==> config.mk <==
export PLATFORM = sky130hd
export DESIGN_NAME = adc_window_monitor
export DESIGN_NICKNAME = d
export VERILOG_FILES = /design/src/rtl/adcwm_pkg.sv /design/src/rtl/adcwm_window_cmp.sv /design/src/rtl/adcwm_stamp_ctr.sv /design/src/rtl/adcwm_limit_ctr.sv /design/src/rtl/adc_window_monitor.sv
export SDC_FILE = /design/constraint.sdc
export NUM_CORES = 1
export LEC_CHECK = 0
export CAP_MARGIN = 15
export CORE_MARGIN = 3
export CORE_UTILIZATION = 40
export DETAILED_ROUTE_END_ITERATION = 10
export PLACE_DENSITY_LB_ADDON = 0.2
export SLEW_MARGIN = 40
export SYNTH_ARGS = -nofsm -noshare
export SYNTH_HDL_FRONTEND = slang
export SYNTH_SLANG_ARGS = --single-unit
export TNS_END_PERCENT = 50
==> constraint.sdc <==
create_clock -name clk -period 7.5 [get_ports clk]
set_input_delay 1.5 -clock clk [delete_from_list [all_inputs] [get_ports clk]]
set_output_delay 1.5 -clock clk [all_outputs]
set_load 0.1 [all_outputs]
==> src/rtl/adcwm_pkg.sv <==
package adcwm_pkg;

   typedef enum logic {
      DIR_BELOW = 1'b0,
      DIR_ABOVE = 1'b1
   } excursion_dir_e;

   typedef enum logic [1:0] {
      STAMP_WRAP = 2'd0,
      STAMP_HOLD = 2'd1
   } stamp_mode_e;

endpackage

==> src/rtl/adcwm_window_cmp.sv <==
module adcwm_window_cmp #(
   parameter int CODE_W = 14
) (
   input  logic [CODE_W-1:0] code,
   input  logic [CODE_W-1:0] centre,
   input  logic [CODE_W-1:0] half,
   output logic              outside,
   output adcwm_pkg::excursion_dir_e dir
);
   localparam int EXT_W = CODE_W + 1;

   logic [EXT_W-1:0] hi_edge;
   logic [EXT_W-1:0] code_plus_half;
   logic             is_above;
   logic             is_below;

   always_comb begin
      hi_edge        = {1'b0, centre} + {1'b0, half};
      code_plus_half = {1'b0, code} + {1'b0, half};
      is_above       = {1'b0, code} > hi_edge;
      is_below       = code_plus_half < {1'b0, centre};
      outside        = is_above | is_below;
      dir            = is_above ? adcwm_pkg::DIR_ABOVE : adcwm_pkg::DIR_BELOW;
   end
endmodule

==> src/rtl/adcwm_stamp_ctr.sv <==
module adcwm_stamp_ctr #(
   parameter int                     STAMP_W = 32,
   parameter adcwm_pkg::stamp_mode_e MODE    = adcwm_pkg::STAMP_WRAP
) (
   input  logic               clk,
   input  logic               rst_n,
   input  logic               clr,
   input  logic               step,
   output logic [STAMP_W-1:0] stamp
);
   localparam logic [STAMP_W-1:0] TOP = {STAMP_W{1'b1}};

   logic [STAMP_W-1:0] nxt;

   generate
      if (MODE == adcwm_pkg::STAMP_HOLD) begin : g_hold
         always_comb nxt = (stamp == TOP) ? stamp : stamp + 1'b1;
      end else begin : g_wrap
         always_comb nxt = stamp + 1'b1;
      end
   endgenerate

   always_ff @(posedge clk or negedge rst_n) begin
      if (!rst_n)    stamp <= '0;
      else if (clr)  stamp <= '0;
      else if (step) stamp <= nxt;
   end
endmodule

==> src/rtl/adcwm_limit_ctr.sv <==
module adcwm_limit_ctr #(
   parameter int COUNT_W = 16
) (
   input  logic               clk,
   input  logic               rst_n,
   input  logic               clr,
   input  logic               inc,
   input  logic [COUNT_W-1:0] limit,
   output logic [COUNT_W-1:0] count,
   output logic               full
);
   always_ff @(posedge clk or negedge rst_n) begin
      if (!rst_n)   count <= '0;
      else if (clr) count <= '0;
      else if (inc) count <= count + 1'b1;
   end

   always_comb full = (count >= limit);
endmodule

==> src/rtl/adc_window_monitor.sv <==
module adc_window_monitor #(
   parameter int                     CODE_W      = 14,
   parameter int                     STAMP_W     = 32,
   parameter int                     COUNT_W     = 16,
   parameter int                     DEF_CENTRE  = 8200,
   parameter int                     DEF_HALF    = 8,
   parameter int                     DEF_LIMIT   = 1000,
   parameter adcwm_pkg::stamp_mode_e STAMP_MODE  = adcwm_pkg::STAMP_WRAP
) (
   input  logic               clk,
   input  logic               rst_n,
   input  logic               clear,
   input  logic               run_cmd,
   input  logic               halt_cmd,
   input  logic               cfg_load,
   input  logic [CODE_W-1:0]  cfg_centre,
   input  logic [CODE_W-1:0]  cfg_half,
   input  logic [COUNT_W-1:0] cfg_limit,
   input  logic               sample_valid,
   input  logic [CODE_W-1:0]  sample_code,
   output logic               active,
   output logic               saturated,
   output logic [COUNT_W-1:0] viol_count,
   output logic               rec_valid,
   output logic [CODE_W-1:0]  rec_code,
   output logic [STAMP_W-1:0] rec_stamp,
   output logic               rec_above,
   output logic               rec_first
);
   localparam logic [CODE_W-1:0]  RST_CENTRE = CODE_W'(DEF_CENTRE);
   localparam logic [CODE_W-1:0]  RST_HALF   = CODE_W'(DEF_HALF);
   localparam logic [COUNT_W-1:0] RST_LIMIT  = COUNT_W'(DEF_LIMIT);

   generate
      if (CODE_W < 2 || STAMP_W < 2 || COUNT_W < 1) begin : g_bad_width
         initial $fatal(1, "adc_window_monitor: width parameter too small");
      end
      if (DEF_CENTRE >= (1 << CODE_W) || DEF_HALF >= (1 << CODE_W)) begin : g_bad_window
         initial $fatal(1, "adc_window_monitor: default window exceeds code range");
      end
   endgenerate

   logic [CODE_W-1:0]  centre_q;
   logic [CODE_W-1:0]  half_q;
   logic [COUNT_W-1:0] limit_q;
   logic               prev_viol;
   logic               outside;
   adcwm_pkg::excursion_dir_e dir;
   logic [STAMP_W-1:0] stamp;
   logic               strobe;
   logic               record;

   always_ff @(posedge clk or negedge rst_n) begin
      if (!rst_n) begin
         centre_q <= RST_CENTRE;
         half_q   <= RST_HALF;
         limit_q  <= RST_LIMIT;
      end else if (cfg_load) begin
         centre_q <= cfg_centre;
         half_q   <= cfg_half;
         limit_q  <= cfg_limit;
      end
   end

   always_ff @(posedge clk or negedge rst_n) begin
      if (!rst_n)        active <= 1'b0;
      else if (halt_cmd) active <= 1'b0;
      else if (run_cmd)  active <= 1'b1;
   end

   adcwm_window_cmp #(.CODE_W(CODE_W)) u_cmp (
      .code    (sample_code),
      .centre  (centre_q),
      .half    (half_q),
      .outside (outside),
      .dir     (dir)
   );

   always_comb begin
      strobe = sample_valid & active & ~clear;
      record = strobe & outside & ~saturated;
   end

   adcwm_stamp_ctr #(.STAMP_W(STAMP_W), .MODE(STAMP_MODE)) u_stamp (
      .clk   (clk),
      .rst_n (rst_n),
      .clr   (clear),
      .step  (strobe),
      .stamp (stamp)
   );

   adcwm_limit_ctr #(.COUNT_W(COUNT_W)) u_limit (
      .clk   (clk),
      .rst_n (rst_n),
      .clr   (clear),
      .inc   (record),
      .limit (limit_q),
      .count (viol_count),
      .full  (saturated)
   );

   always_ff @(posedge clk or negedge rst_n) begin
      if (!rst_n) begin
         prev_viol <= 1'b0;
         rec_valid <= 1'b0;
         rec_code  <= '0;
         rec_stamp <= '0;
         rec_above <= 1'b0;
         rec_first <= 1'b0;
      end else if (clear) begin
         prev_viol <= 1'b0;
         rec_valid <= 1'b0;
      end else begin
         rec_valid <= record;
         if (record) begin
            rec_code  <= sample_code;
            rec_stamp <= stamp;
            rec_above <= (dir == adcwm_pkg::DIR_ABOVE);
            rec_first <= ~prev_viol;
         end
         if (strobe) prev_viol <= outside;
      end
   end
endmodule

== After elaboration in Yosys (flattened, before gate mapping) ==
Index checks and enable logic that the tools add are counted.

* Bits in registers: 143
* Bits of input ports: 65

* Add/subtract/negate cells: 4
* $lt $le $gt $ge: 3
* Multiplexer cells: 10
* Bitwise gates (word level): 8
* Reductions and logical operators: 4

{| class="wikitable"
|+ Operator list
! cell !! number
|-
| two-way mux 32 bit || 2
|-
| adder 32 x 1 -> 32 bit (second input constant) || 1
|-
| two-way mux 16 bit || 2
|-
| adder 14 x 14 -> 15 bit || 2
|-
| adder 16 x 1 -> 16 bit (second input constant) || 1
|-
| greater-or-equal comparator 16 bit || 1
|-
| greater-than comparator 14 x 15 -> 1 bit || 1
|-
| less-than comparator 15 x 14 -> 1 bit || 1
|-
| two-way mux 1 bit || 6
|-
| nonzero test 2 bit || 3
|-
| AND 1 bit || 4
|-
| inverter 1 bit || 3
|-
| AND reduction 2 bit || 1
|-
| bitwise OR 1 bit || 1
|}

== Depth between registers and ports, before layout ==
Gate-level depths: netlist (run 1).

* Depth in word-level cells: 7
* Depth in mapped cells: 20
* Depth with buffers taken out: 18

== By module ==
A second synthesis (run 1) with hierarchy kept.

* Cell total of the unflattened synthesis: 785
* Area, all modules: 8473.1 um2

{| class="wikitable"
|+ By module, submodules not included
! module !! instances !! cells each !! area an instance (um2) !! sequential area each (um2)
|-
| adc_window_monitor || 1 || 207 || 3549.7 || 2388.5
|-
| adcwm_window_cmp || 1 || 265 || 2016.9 || 0.0
|-
| adcwm_stamp_ctr || 1 || 176 || 1680.4 || 800.8
|-
| adcwm_limit_ctr || 1 || 137 || 1226.2 || 400.4
|}

== Worst setup path after synthesis (run 1) ==
OpenSTA, ideal clock, no wires.

* Path kind: input-to-reg
* From: input sample_code[0]
* To: register rec_code[10]
* Library setup time: 0.126 ns
* Arrival: 4.912 ns
* Setup slack: 2.462 ns
* Stages on the path: 19
* Path buffers: 2
* Cell sequence: ha_1 -> inv_1 -> fa_1 -> nand2b_1 -> a211o_1 -> a21oi_2 -> a31oi_1 -> o21bai_1 -> a21oi_1 -> xnor2_1 -> ha_1 -> a21o_1 -> a221oi_1 -> o221a_2 -> buf_2 -> o21ai_4 -> inv_2 -> buf_6 -> mux2_4

* Word-level cells in the longest chain between the ends: 6
* Elaborated cells on any way between the ends: 7

{| class="wikitable"
|+ RTL lines
! item !! RTL line !! text
|-
| start: declaration || adc_window_monitor.sv:20 || <nowiki>input logic [CODE_W-1:0] sample_code,</nowiki>
|-
| adder 14 x 14 -> 15 bit || adcwm_window_cmp.sv:19 || <nowiki>code_plus_half = {1'b0, code} + {1'b0, half};</nowiki>
|-
| less-than comparator 15 x 14 -> 1 bit || adcwm_window_cmp.sv:21 || <nowiki>is_below = code_plus_half < {1'b0, centre};</nowiki>
|-
| bitwise OR 1 bit * || adcwm_window_cmp.sv:22 || <nowiki>outside = is_above | is_below;</nowiki>
|-
| AND 1 bit * (2 in a row) || adc_window_monitor.sv:81 || <nowiki>record = strobe & outside & ~saturated;</nowiki>
|-
| AND reduction 2 bit (no source line) * || n/a ||
|-
| end signal: assignment || adc_window_monitor.sv:116 || <nowiki>rec_code <= sample_code;</nowiki>
|-
| end: declaration || adc_window_monitor.sv:25 || <nowiki>output logic [CODE_W-1:0] rec_code,</nowiki>
|}

Mark *: on every way between the ends. The rest lies on a longest branch, timed or not.
A chain may end at the register's enable or synchronous reset.

== Final worst setup path (run 1) ==
* From: input sample_code[0]
* To: register rec_stamp[2]

* Word-level cells in the longest chain between the ends: 6
* Elaborated cells on any way between the ends: 7

{| class="wikitable"
|+ RTL lines
! item !! RTL line !! text
|-
| adder 14 x 14 -> 15 bit || adcwm_window_cmp.sv:19 ||
|-
| less-than comparator 15 x 14 -> 1 bit || adcwm_window_cmp.sv:21 ||
|-
| bitwise OR 1 bit * || adcwm_window_cmp.sv:22 ||
|-
| AND 1 bit * (2 in a row) || adc_window_monitor.sv:81 ||
|-
| AND reduction 2 bit (no source line) * || n/a ||
|-
| end signal: assignment || adc_window_monitor.sv:117 || <nowiki>rec_stamp <= stamp;</nowiki>
|-
| end: declaration || adc_window_monitor.sv:26 || <nowiki>output logic [STAMP_W-1:0] rec_stamp,</nowiki>
|}

Marked as above.

==> run_results.csv, run 1 <==
group,metric,value,unit
setup_path,crit_arrival,6280,ps
final_layout,flow.area_growth_from_synthesis,22.0,%
route,postRouteAntennaNets,0,
floorplan,initial_core_util,0.413,
place,placed_area,9680,µm²
clock_tree,path_clk_slew,70,ps
yosys,synth_edf_count,0,
yosys,syn_area_per_cell,10.1,µm²
clock_tree,cts.sink_count,143,
worst_hold_path,min_path_cells,1,
setup_path,crit_fanout,49,
grt,met1_usage,0.252,
setup_path,crit_chain,"clkdlybuf4s50_1 > ha_1 > inv_1 > fa_1 > nand2b_1 > a211o_1 > a21oi_2 > a31oi_1 > o21bai_1 > a21oi_1 > xnor2_1 > ha_1 > a21o_1 > a221oi_1 > o221a_2 > o21ai_4 > buf_4 > mux2_2",
yosys,async_flop_share,1.00,
setup_path,cpLargestDelayFamily,"compound AO/OA/AOI/OAI gates",
grt,grt_first_pass_wirelength,33500,µm
setup_path,crit_top_cell,"ha_1",
yosys,synth_cell_type_count,56,
clock_tree,h-tree-depth,4,
grt,grtUsageMet2,0.290,
clock_tree,post_cts_resized,0,
final_layout,fillers,1973,
yosys,synth_top_family_by_area,"compound AO/OA/AOI/OAI gates",
final_layout,layout_commonest_cell,"dfrtp_1",
sta,fin_crit,5980,ps
yosys,yosys_warnings,0,
power_and_ir_drop,p_total,2640,µW
setup_path,cp.required,7810,ps
clock_tree,cts_root_buf,"clkbuf_16",
yosys,synth-seq-cells,143,
clock_tree,cts_buffer_depth,2,
place,numPortBuffers,131,
power_and_ir_drop,ir_drop,139,µV
clock_tree,clk_latency,430,ps
sta,setup_viol,0,
yosys,synth_xor_area_frac,0.0539,
route,drt_first_pass_iters,4,
grt,grt_busiest_layer,"met2",
sta,hold_viol,0,
final_layout,num-nets-final,1101,
clock_tree,numCtsBuffers,17,
place,place_congestion,0.857,
route,drc,0,
place,dp_cells,1211,
floorplan,die_area,22900,µm²
floorplan,coreArea,20500,µm²
yosys,synth_nets,974,
setup_path,worstReg2RegStart,"half_q[0]",
yosys,synth.area.top_cells,"dfrtp_1, ha_1, mux2_2, nand2_1, xor2_1",
final_layout,final_cell_mix,"dfrtp_1, ha_1, nand2_1, buf_2, nor2_1",
route,drt_iter0_markers,380,
flow_run,maxCapViolCount,0,
yosys,synth_top_cell_area_share,0.397,
setup_path,critPathSlowestCell,"o221a_2",
setup_path,rr_endpoint,"rec_stamp[2]",
status,status,"complete, no violations",
worst_hold_path,hp-class,"register to register",
clock_tree,cts_tree,"yes",
floorplan,die_x,151,µm
yosys,synth_simple_gate_area_frac,0.130,
yosys,synth_area_leader_cell,"dfrtp_1",
floorplan,rows,52,
grt,overflow,0,
yosys,synth_area,8460,µm²
sta,max_slew.worst_pin.slew,725,ps
yosys,yosysSeqAreaShare,0.424,
sta,min_period_over_period,0.797,
final_layout,n_antenna_cell,0,
grt,globalRouteMet3Util,0.0446,
setup_path,cp_num_buf_inv,3,
setup_path,crit_type,"input pin to register",
final_layout,stdcell_area,10300,µm²
power_and_ir_drop,p_leak,0.00485,µW
sta,holdWs,500,ps
clock_tree,postCtsSetupBuffers,0,
grt,grt_max_degree,90,
yosys,synth_ff_type,"dfrtp_1",
sta,relSlewSlack,0.517,
setup_path,reg2reg_slack,2190,ps
grt,grtUsageTotal,0.184,
setup_path,worstSetupStartpointType,"input pin",
final_layout,fin_cells,1244,
yosys,synthMuxAreaShare,0.0914,
final_layout,drive_gt1_frac,0.194,
setup_path,critPathMaxStageDelay,660,ps
clock_tree,postCtsHoldBufs,0,
route,via_per_inst,5.26,
grt,antenna_found_initial,2,
yosys,synth_cells,834,
sta,finalMaxSlewViolations,0,
yosys,synth_compound_area_frac,0.148,
sta,finalSetupTns,0,ps
place,hpwl,14300,µm
sta,fin_skew,14.8,ps
route,wl,20300,µm
grt,grt_pass1_vias,6583,
floorplan,die_y,151,µm
setup_path,reg2reg_depth,18,
sta,max_freq,0.167,GHz
power_and_ir_drop,pwr_density_cell,256,nW/µm²
setup_path,critPathCaptureType,"register",
worst_hold_path,hold_start,"prev_viol",
route,vias,6539,
route,wire_per_inst,16.3,µm
worst_hold_path,hold_path_end,"rec_first",
yosys,synthAdderAreaFrac,0.113,
floorplan,ioPinCount,132,
sta,rsz0062_at_grt,"no",
## sequential cells by signal, summed over array words and instances (netlist names)
signal	cells
u_stamp.stamp	32
rec_above	1
rec_code	14
u_limit.count	16
rec_valid	1
rec_first	1
centre_q	14
rec_stamp	32
limit_q	16
prev_viol	1
half_q	14
active	1
## Yosys cell counts, types with 3 or more instances
cell type / instances
xor2_1: 28
xnor2_1: 24
o211ai_1: 23
nand2_1: 68
clkbuf_1: 20
mux2_4: 9
mux2i_1: 3
o21a_1: 6
nand3_1: 26
nor2_1: 65
nor4_1: 5
ha_1: 73
or3_1: 4
o21bai_1: 4
nand4_1: 13
a21oi_1: 32
o31a_1: 13
dfrtp_1: 134
nand2b_1: 26
nor2b_1: 7
a211o_1: 16
dfstp_2: 9
mux2_2: 54
nor3_1: 10
buf_4: 4
o21ai_0: 42
and3_1: 7
buf_2: 3
o2111ai_1: 5
a21o_1: 16
inv_1: 50
a211oi_1: 4
## cells by family (layout without fill, tap and decap cells)
logic type / count (synthesis) / in the layout
multiplexers: 66 / 66
flip-flops: 143 / 143
AO/OA/AOI/OAI: 181 / 181
AND/OR/NAND/NOR: 236 / 236
XOR/XNOR: 52 / 52
buffers and inverters: 81 / 221
adder cells (fa/ha/maj): 75 / 75
## worst max path at each step
| stage | startpoint | endpoint | slack [ps] | cells past startpoint |
|---|---|---|---|---|
| global placement | sample_code[0] | rec_stamp[29] | 1260 | 18 |
| detailed placement | sample_code[0] | rec_stamp[21] | 1190 | 18 |
| CTS | sample_code[0] | rec_above | 1590 | 18 |
| finish | sample_code[0] | rec_stamp[2] | 1520 | 18 |
| floorplan | sample_code[0] | rec_code[10] | 2460 | 19 |
| global route | sample_code[0] | rec_stamp[25] | 1290 | 18 |
## area by class of cell
cell class	count	area [µm²]	area share
repair buffers	138	1040	0.101
clock buffers	17	425	0.0412
clock inverters	15	191	0.0186
flip-flops and latches	143	3590	0.348
well taps	270	338	0.0327
multi-input cells	610	4540	0.440
inverters	51	191	0.0186
## layer usage
layer | vias up | share of wire | wire length (µm)
met4 | 4 | 0.015 | 308
met5 | - | 0.0013 | 27
li1 | 3231 | - | -
met3 | 25 | 0.057 | 1160
met2 | 126 | 0.46 | 9260
met1 | 3153 | 0.47 | 9530
## stage by stage
stage	worst slack, ps	util
floorplan	2460	-
global placement	1260	0.488
detailed placement	1190	0.472
CTS	1590	0.502
global route	1290	0.503
finish	1520	0.503
## where the power goes
part | total [µW] | internal, µW | leakage [µW] | switching (µW)
sequential | 886 | 844 | 0.00186 | 42.5
combinational | 889 | 270 | 0.00269 | 619
clock | 867 | 457 | 0.000300 | 410
total | 2640 | 1570 | 0.00485 | 1070
(Power assumes the default switching activity.)
==> run 2: changes to the inputs <==
==> constraint.sdc (replaced) <==
create_clock -name clk -period 4.8 [get_ports clk]
set_input_delay 0.96 -clock clk [delete_from_list [all_inputs] [get_ports clk]]
set_output_delay 0.96 -clock clk [all_outputs]
set_load 0.1 [all_outputs]
==> run 2 against run 1 <==
Net effect:
- global-route usage grew 0.34 points
- combinational power grew 64%
- sequential power grew 57%
- clock power grew 56%
- critical path type unchanged
- final area grew 2.6%
- clock skew is essentially flat
- sequential share of layout area shrank 0.90 points
- via count grew 0.15%
- non-clock buffer count grew 23
- total power grew 59%
- utilization grew 1.3 points
==> run_results.csv, run 2 (synthesis gave the netlist of run 1 again) <==
group,metric,value,unit
setup_path,critPathMaxStageDelay,510,ps
clock_tree,cts_root_buf,"clkbuf_16",
clock_tree,numCtsBuffers,17,
setup_path,critPathCaptureType,"register",
final_layout,multi_input_area,4570,µm²
floorplan,ioPinCount,132,
flow_run,maxCapViolCount,0,
route,via_per_inst,5.17,
setup_path,crit_chain,"clkdlybuf4s50_1 > ha_2 > inv_1 > fa_2 > nand2b_4 > a211o_1 > a21oi_2 > a31oi_2 > o21bai_1 > a21oi_1 > xnor2_1 > ha_1 > a21o_1 > a221oi_2 > o221a_2 > o21ai_4 > inv_2 > buf_12 > mux2_2",
setup_path,crit_type,"input pin to register",
grt,antenna_found_initial,0,
sta,max_slew.worst_pin.slew,617,ps
final_layout,reg_top3,"rec_stamp: 32 flops, u_stamp.stamp: 32 flops",
route,top_layer,"met4",
status,status,"complete, no violations",
final_layout,flow.area_growth_from_synthesis,25.2,%
route,drt_first_pass_iters,5,
final_layout,layout_commonest_cell,"dfrtp_1",
place,place_congestion,0.844,
final_layout,fillers,1937,
route,vias,6549,
floorplan,die_y,151,µm
clock_tree,cts_buffer_depth,2,
setup_path,cp_num_buf_inv,4,
final_layout,fin_cells,1267,
sta,relSlewSlack,0.585,
place,hpwl,14600,µm
route,met1_length,9940,µm
worst_hold_path,hp-class,"input pin to async pin",
floorplan,die_area,22900,µm²
sta,holdWs,413,ps
route,wl,20900,µm
setup_path,critPathSlowestCell,"clkdlybuf4s50_1",
clock_tree,cts_tree,"yes",
setup_path,crit_arrival,4990,ps
grt,overflow,0,
final_layout,final_cell_mix,"dfrtp_1, ha_1, nand2_1",
final_layout,n_antenna_cell,0,
sta,finalMaxSlewViolations,0,
floorplan,rows,52,
sta,min_period_over_period,0.974,
grt,grt_max_degree,100,
floorplan,initial_core_util,0.413,
setup_path,cpLargestDelayFamily,"compound AO/OA/AOI/OAI gates",
route,drt_iter0_markers,383,
sta,setup_viol,0,
sta,fin_skew,14.7,ps
clock_tree,cts.sink_count,143,
final_layout,stdcell_area,10600,µm²
grt,grt_pass1_vias,6578,
power_and_ir_drop,ir_drop,250,µV
route,postRouteAntennaNets,0,
route,route.met3.wl,1160,µm
place,place_ws,-297,ps
final_layout,drive_gt1_frac,0.219,
route,drc,0,
final_layout,final-seq-area,3590,µm²
final_layout,num-nets-final,1124,
route,met2_length,9600,µm
setup_path,reg2reg_slack,300,ps
sta,max_freq,0.214,GHz
grt,grtUsageTotal,0.188,
sta,fin_crit,4670,ps
place,numPortBuffers,131,
floorplan,coreArea,20500,µm²
setup_path,crit_fanout,8,
sta,hold_viol,0,
place,placed_area,9850,µm²
grt,grt_first_pass_wirelength,33900,µm
setup_path,cp.required,5110,ps
clock_tree,clk_latency,430,ps
power_and_ir_drop,p_leak,0.00501,µW
clock_tree,path_clk_slew,70,ps
setup_path,worstSetupStartpointType,"input pin",
place,dp_cells,1229,
route,wire_per_inst,16.5,µm
clock_tree,postCtsHoldBufs,0,
power_and_ir_drop,pwr_density_cell,397,nW/µm²
floorplan,die_x,151,µm
clock_tree,h-tree-depth,4,
sta,fin_ws,126,ps
run 2: what timing repair did:
item / in CTS / in global routing
setup buffers: 0 / 3
resized for setup: 0 / 9
endpoints found under the setup margin: 0 / 64
endpoints found under the hold margin: 0 / 0
run 2: worst paths after layout:
path / start / end / cells after the start
min in group clk: prev_viol / rec_first / 1
worst max register to register: half_q[0] / rec_code[13] / 19
max in group asynchronous: rst_n / centre_q[3] / 2
worst min-delay path: rst_n / rec_stamp[27] / 1
worst max-delay path: sample_code[0] / rec_code[13] / 19
worst min register to register: prev_viol / rec_first / 1
run 2: cell type report:
class,instances,share of cell area
inverters,51,0.0181
well taps,270,0.0319
repair buffers,161,0.121
flip-flops and latches,143,0.339
clock inverters,15,0.0178
multi-input cells,610,0.432
clock buffers,17,0.0402
run 2: per-layer routing:
layer	vias up	global-route usage
met5	-	0
met4	0	0.0462
met3	19	0.0467
met2	136	0.299
met1	3111	0.258
li1	3283	-
run 2: stage by stage:
step | power [µW] | utilization | setup TNS [ps]
floorplan | 2480 | - | 0
global placement | 2890 | 0.497 | -12380
detailed placement | 2830 | 0.481 | -16490
CTS | 4210 | 0.511 | 0
global route | 4420 | 0.517 | -43.3
finish | 4200 | 0.517 | 0
run 2: where the power goes:
group / total, µW / switching [µW] / internal (µW)
clock: 1350 / 645 / 710
sequential: 1390 / 70.1 / 1320
combinational: 1460 / 991 / 466
total: 4200 / 1710 / 2490
